File: src/rtl/sdcmd_pkg.sv
// Shared constants for the SDRAM special-mode command generator.
// Assumes command encodings on {RAS#,CAS#,WE#}; chip select is driven separately.
package sdcmd_pkg;
    localparam logic [2:0] MODE_NORMAL    = 3'd0;
    localparam logic [2:0] MODE_PRECHARGE = 3'd1;
    localparam logic [2:0] MODE_REFRESH   = 3'd2;
    localparam logic [2:0] MODE_LOADMODE  = 3'd3;

    localparam logic [2:0] CMD_NOP       = 3'b111;
    localparam logic [2:0] CMD_ACTIVATE  = 3'b011;
    localparam logic [2:0] CMD_PRECHARGE = 3'b010;
    localparam logic [2:0] CMD_REFRESH   = 3'b001;
    localparam logic [2:0] CMD_LOADMODE  = 3'b000;
endpackage

File: src/rtl/sdcmd_ctrl_reg.sv
// Control register: holds the enable bit and the 3-bit mode field.
// Assumes the caller passes the top nibble of the control word {enable, mode}.
module sdcmd_ctrl_reg (
    input  logic       clk,
    input  logic       rst_n,
    input  logic       wr_en,
    input  logic [3:0] wr_nibble,
    output logic       enable,
    output logic [2:0] mode
);
    // Load enable and mode on a write; reset to disabled normal mode.
    always_ff @(posedge clk) begin
        if (!rst_n) begin
            enable <= 1'b0;
            mode   <= 3'd0;
        end else if (wr_en) begin
            enable <= wr_nibble[3];
            mode   <= wr_nibble[2:0];
        end
    end

    AST_MODE_HOLD: assert property (@(posedge clk) disable iff (!rst_n)
        !wr_en |=> ($stable(mode) && $stable(enable)));
endmodule

File: src/rtl/sdcmd_cs_decode.sv
// Chip-select window decoder: window i matches top address bits == BASE + i.
// Assumes windows are consecutive and therefore disjoint.
module sdcmd_cs_decode #(
    parameter int                  NUM_CS   = 2,
    parameter int                  WIN_BITS = 4,
    parameter logic [WIN_BITS-1:0] BASE     = 4'h8
) (
    input  logic [WIN_BITS-1:0] addr_top,
    output logic [NUM_CS-1:0]   hit_vec
);
    for (genvar i = 0; i < NUM_CS; i++) begin : g_win
        localparam logic [WIN_BITS-1:0] WinBase = WIN_BITS'(BASE + i);
        // Compare the top address bits against this window's base.
        assign hit_vec[i] = (addr_top == WinBase);
    end
endmodule

File: src/rtl/sdcmd_seq.sv
// Access sequencer: turns one accepted access into at most one command cycle,
// then one acknowledge cycle. Addresses are passed to the pins without shifting.
// Assumes the requester holds req until ack and drops it in the ack cycle.
module sdcmd_seq
    import sdcmd_pkg::*;
#(
    parameter int NUM_CS = 2,
    parameter int MA_W   = 13,
    parameter int BA_W   = 2
) (
    input  logic                 clk,
    input  logic                 rst_n,
    input  logic                 req,
    input  logic [MA_W+BA_W-1:0] addr,
    input  logic [NUM_CS-1:0]    hit_vec,
    input  logic                 enable,
    input  logic [2:0]           mode,
    output logic [NUM_CS-1:0]    cs_n,
    output logic [2:0]           cmd,
    output logic [MA_W-1:0]      ma,
    output logic [BA_W-1:0]      ba,
    output logic                 ack
);
    typedef enum logic [1:0] {ST_IDLE, ST_CMD, ST_ACK} state_e;
    state_e     state;
    logic [2:0] cmd_sel;
    logic       issue;

    // Pick the command for the current mode; reserved modes issue nothing.
    always_comb begin
        cmd_sel = CMD_NOP;
        case (mode)
            MODE_NORMAL:    cmd_sel = CMD_ACTIVATE;
            MODE_PRECHARGE: cmd_sel = CMD_PRECHARGE;
            MODE_REFRESH:   cmd_sel = CMD_REFRESH;
            MODE_LOADMODE:  cmd_sel = CMD_LOADMODE;
            default:        cmd_sel = CMD_NOP;
        endcase
        issue = enable && (cmd_sel != CMD_NOP) && (|hit_vec);
    end

    // Accept, issue one command, acknowledge, return to idle.
    always_ff @(posedge clk) begin
        if (!rst_n) begin
            state <= ST_IDLE;
            cs_n  <= '0;
            cmd   <= CMD_NOP;
            ma    <= '0;
            ba    <= '0;
            ack   <= 1'b0;
        end else begin
            case (state)
                ST_IDLE: begin
                    ack <= 1'b0;
                    if (req) begin
                        if (issue) begin
                            state <= ST_CMD;
                            cs_n  <= ~hit_vec;
                            cmd   <= cmd_sel;
                            ma    <= addr[MA_W-1:0];
                            ba    <= addr[MA_W +: BA_W];
                        end else begin
                            state <= ST_ACK;
                            ack   <= 1'b1;
                        end
                    end
                end
                ST_CMD: begin
                    state <= ST_ACK;
                    cs_n  <= '0;
                    cmd   <= CMD_NOP;
                    ack   <= 1'b1;
                end
                default: begin
                    state <= ST_IDLE;
                    ack   <= 1'b0;
                end
            endcase
        end
    end

    AST_CMD_SINGLE: assert property (@(posedge clk) disable iff (!rst_n)
        (cmd != CMD_NOP) |=> (cmd == CMD_NOP));
    AST_ACK_AFTER_CMD: assert property (@(posedge clk) disable iff (!rst_n)
        (cmd != CMD_NOP) |=> ack);
    AST_ACK_PULSE: assert property (@(posedge clk) disable iff (!rst_n)
        ack |=> !ack);
    AST_CMD_ONE_CS: assert property (@(posedge clk) disable iff (!rst_n)
        (cmd != CMD_NOP) |-> ($countones(cs_n) == NUM_CS - 1));
    AST_DISABLED_QUIET: assert property (@(posedge clk) disable iff (!rst_n)
        (state == ST_IDLE && req && !enable) |=> (cmd == CMD_NOP && ack));
endmodule

File: src/rtl/sdram_special_cmd_gen.sv
// Top: SDRAM special-mode command generator. Decodes the control register,
// the chip-select windows and drives one command per accepted access.
// Assumes MA_W + BA_W stays below the window field (bit 28).
module sdram_special_cmd_gen
    import sdcmd_pkg::*;
#(
    parameter int NUM_CS = 2,
    parameter int MA_W   = 13,
    parameter int BA_W   = 2
) (
    input  logic              clk,
    input  logic              rst_n,
    input  logic              cfg_we,
    input  logic [31:0]       cfg_wdata,
    input  logic              bus_req,
    input  logic [31:0]       bus_addr,
    output logic              bus_ack,
    output logic [NUM_CS-1:0] mem_cs_n,
    output logic              mem_ras_n,
    output logic              mem_cas_n,
    output logic              mem_we_n,
    output logic [MA_W-1:0]   mem_addr,
    output logic [BA_W-1:0]   mem_ba
);
    localparam int MapW = MA_W + BA_W;

    logic              enable;
    logic [2:0]        mode;
    logic [NUM_CS-1:0] hit_vec;
    logic [2:0]        cmd;
    logic              unused_bits;

    assign unused_bits = ^{cfg_wdata, bus_addr};

    sdcmd_ctrl_reg u_ctrl (
        .clk       (clk),
        .rst_n     (rst_n),
        .wr_en     (cfg_we),
        .wr_nibble (cfg_wdata[31:28]),
        .enable    (enable),
        .mode      (mode)
    );

    sdcmd_cs_decode #(.NUM_CS(NUM_CS), .WIN_BITS(4), .BASE(4'h8)) u_dec (
        .addr_top (bus_addr[31:28]),
        .hit_vec  (hit_vec)
    );

    sdcmd_seq #(.NUM_CS(NUM_CS), .MA_W(MA_W), .BA_W(BA_W)) u_seq (
        .clk     (clk),
        .rst_n   (rst_n),
        .req     (bus_req),
        .addr    (bus_addr[MapW-1:0]),
        .hit_vec (hit_vec),
        .enable  (enable),
        .mode    (mode),
        .cs_n    (mem_cs_n),
        .cmd     (cmd),
        .ma      (mem_addr),
        .ba      (mem_ba),
        .ack     (bus_ack)
    );

    // Split the command triple onto the strobe pins.
    assign {mem_ras_n, mem_cas_n, mem_we_n} = cmd;

    AST_ADDR_PASS: assert property (@(posedge clk) disable iff (!rst_n)
        (bus_req && !bus_ack && cmd == CMD_NOP && $past(cmd) == CMD_NOP && $past(!bus_ack))
        |=> ((cmd == CMD_NOP) || (mem_addr == $past(bus_addr[MA_W-1:0]))));
endmodule

File: config.mk
export PLATFORM = sky130hd
export DESIGN_NAME = sdram_special_cmd_gen
export DESIGN_NICKNAME = d
export VERILOG_FILES = /design/src/rtl/sdcmd_pkg.sv /design/src/rtl/sdcmd_ctrl_reg.sv /design/src/rtl/sdcmd_cs_decode.sv /design/src/rtl/sdcmd_seq.sv /design/src/rtl/sdram_special_cmd_gen.sv
export SDC_FILE = /design/constraint.sdc
export NUM_CORES = 1
export LEC_CHECK = 0
export ABC_AREA = 1
export CAP_MARGIN = 20
export CORE_ASPECT_RATIO = 2
export CORE_MARGIN = 2
export CORE_UTILIZATION = 25
export CTS_CLUSTER_SIZE = 20
export DETAILED_ROUTE_END_ITERATION = 6
export HOLD_SLACK_MARGIN = 0.08
export PLACE_DENSITY = 0.65
export SYNTH_ARGS = -nofsm -noshare
export SYNTH_HDL_FRONTEND = slang
export SYNTH_SLANG_ARGS = --single-unit
File: constraint.sdc
create_clock -name clk -period 1.3 [get_ports clk]
set_input_delay 0.26 -clock clk [delete_from_list [all_inputs] [get_ports clk]]
set_output_delay 0.26 -clock clk [all_outputs]
set_load 0.05 [all_outputs]
==> summary.txt <==
Outcome
  • Outcome: finished, final reports clean

STA
  • Worst slew pin tran: 0.282 ns
  • Final Hold Vio Count: 0
  • # setup viols final: 0
  • RSZ-0062 raised after global routing: no
  • Slew headroom: 0.812
  • Post-layout min period: 1.18 ns
  • Setup TNS after final layout: 0 ns
  • Period utilization: 0.906
  • Hold WS: 0.321 ns
  • Max-slew violation count: 0
  • Setup Skew: 0.00303 ns
  • Fmax: 849 MHz

Logic synthesis
  • Post-Syn Area: 1070 µm²
  • Synthesized flop and latch total: 27
  • Sequential fraction of the synthesis area: 0.506
  • Top_reg_cell synth: dfxtp_1
  • EDFF count, synth: 0
  • Ys async rst share: 0
  • Post-synth top area share: 0.506
  • Mapped Cells: 138
  • Synth unique cells: 15
  • Top cells by count, synth: nand2_1, dfxtp_1, nand3_1
  • Mapped Nets: 206
  • Syn_area_per_cell: 7.73 µm²
  • Most common cell in the netlist: nand2_1
  • Top post-synthesis cells by area: dfxtp_1, nand3_1, nand2_1
  • Ys Warns: 0
  • Area leader, netlist: dfxtp_1

Pwr
  • Total power: 1.56 mW
  • Leak pwr: 0.793 nW
  • Pwr/cell area: 798 nW/µm²
  • Clock power share: 0.295
  • Part of the power in combinational logic: 0.155
  • Int Pwr: 1.20 mW
  • Peak supply drop: 689 µV
  • Switching fraction of total power: 0.230
  • Flop pwr share: 0.550
  • Psw: 0.358 mW

Clock tree
  • Sink Count: 27
  • CTS tree: yes
  • Hold_buf cts: 0
  • Clock latency on the worst-skew pair: 0.26 ns
  • Clock buffer depth: 2
  • Clk root buf: clkbuf_8
  • Htree depth: 1
  • Clk slew on worst S/H paths: 0.09 ns
  • Num CTS Buffers: 3

Setup path
  • WS Path Type: in2reg
  • FF-to-FF setup slack: 0.15 ns
  • Crit path launch type: primary input
  • Worst r2r src: u_seq.state[0]
  • CP Launch Point: bus_addr[31]
  • Crit end category: flop
  • Crit path max fanout: 9
  • Req. time, crit path: 1.50 ns
  • Critical Path AT: 1.38 ns

Floorplanning
  • Die area: 4840 µm²
  • Chip width: 50.2 µm
  • Boundary Pins: 89
  • Die H: 96.4 µm
  • Core Footprint: 4090 µm²
  • Starting Density: 0.261
  • Row cnt: 33

Place
  • Post-DP HPWL: 2.15 mm
  • Placed cells: 242
  • Routability Congestion: 0.751
  • Port buffer count: 47

Drt
  • Via-per-instance ratio: 4.47
  • Wire per inst: 11.0 µm
  • DR vias: 1,103
  • ANT nets after route: 0
  • Drt drc: 0
  • Final WL: 2.72 mm
  • First-pass iteration count of the detailed router: 4
  • Initial DRC count: 13

GRT
  • Initial antenna violation count: 0
  • Vias in the first global route: 1,032
  • Largest net degree at the start of global routing: 16
  • First-pass GRT wire length: 4.26 mm
  • Global Route Usage Sum: 0.114
  • GRT overflow: 0

Final layout
  • Fin cells: 247
  • Proportion of layout cells with a drive suffix above 1: 0.210
  • Ant diodes: 0
  • Nets: 264
  • Area grow syn2layout: 82.5%
  • Utilization after layout: 0.477

Hold path
  • Hold Startpoint: bus_req
  • Worst Hold Class: in2reg

Job
  • Max-cap viol count: 0
## power by group through the flow
stage | registers [mW] | logic (mW) | clock network [mW]
final | 0.856 | 0.240 | 0.459
after CTS | 0.857 | 0.237 | 0.484
after global routing | 0.858 | 0.260 | 0.514
after detailed placement | 0.876 | 0.236 | 0
after global placement | 0.875 | 0.234 | 0
after floorplan | 0.893 | 0.0679 | 0
## worst max-delay path: stages
cell and delay, ns:
clkdlybuf4s50_1 0.50, nand2_1 0.10, nor2_4 0.12, buf_4 0.17, nand3_1 0.07, a21oi_1 0.15
## layer usage
metal  track usage  share of wire  vias to the layer above
met5             0              0                        -
li1              -              -                      574
met3        0.0154          0.049                        7
met4        0.0625          0.026                        0
met1         0.108           0.36                      487
met2         0.226           0.57                       35
## cells by family after synthesis
family / count (synthesis) / synth area share
simple gates: 72 / 0.315
buf+inv: 16 / 0.0703
compound gates: 23 / 0.108
flops: 27 / 0.506
## cell type report
cell class	count	area [µm²]
Timing Repair Buffer	58	797
Tap cell	52	65.1
Inverter	11	41.3
Multi-Input combinational cell	95	459
Fill cell	365	2140
Clock buffer	4	45.0
Sequential cell	27	541
## repair_timing
| action | CTS | global route |
|---|---|---|
| setup buffers | 0 | 0 |
| gates resized for setup | 0 | 7 |
| endpoints found under the setup margin | 0 | 21 |
## sequential cells by signal (all words and copies together), names as in the netlist
register	count
u_ctrl.enable	1
u_ctrl.mode	3
u_seq.ack	1
u_seq.ba	2
u_seq.cmd	3
u_seq.cs_n	2
u_seq.ma	13
u_seq.state	2
## cell usage in the layout, fill, tap and decap left out
master           instances
nand2_1                 27
dfxtp_1                 27
nand3_1                 25
clkdlybuf4s50_1         23
buf_12                  23
a21oi_1                 19
inv_1                   10
nor2_1                  10
buf_4                    7
nand4_1                  4
o21ai_0                  4
clkbuf_8                 3
dlymetal6s2s_1           3
nor2_2                   1
nor2_4                   1
inv_2                    1
nor3_4                   1
nand2_2                  1
nand3_2                  1
nor3_1                   1
clkbuf_1                 1
buf_2                    1
buf_6                    1
## worst paths after layout
kind | endpoint | cells past startpoint
min reg2reg | u_ctrl.enable | 2
min | u_seq.state[1] | 3
max | u_seq.ma[4] | 6
max reg2reg | u_seq.ma[4] | 4
## stage by stage
step | setup slack, ns | cell area (µm²)
global placement | -0.261 | 1880
detailed placement | -0.249 | 1880
finish | 0.122 | 1950
global route | 0.0168 | 1950
floorplan | 0.144 | 1070
CTS | 0.0385 | 1920
Note: power is estimated with default switching activity, not from simulation.
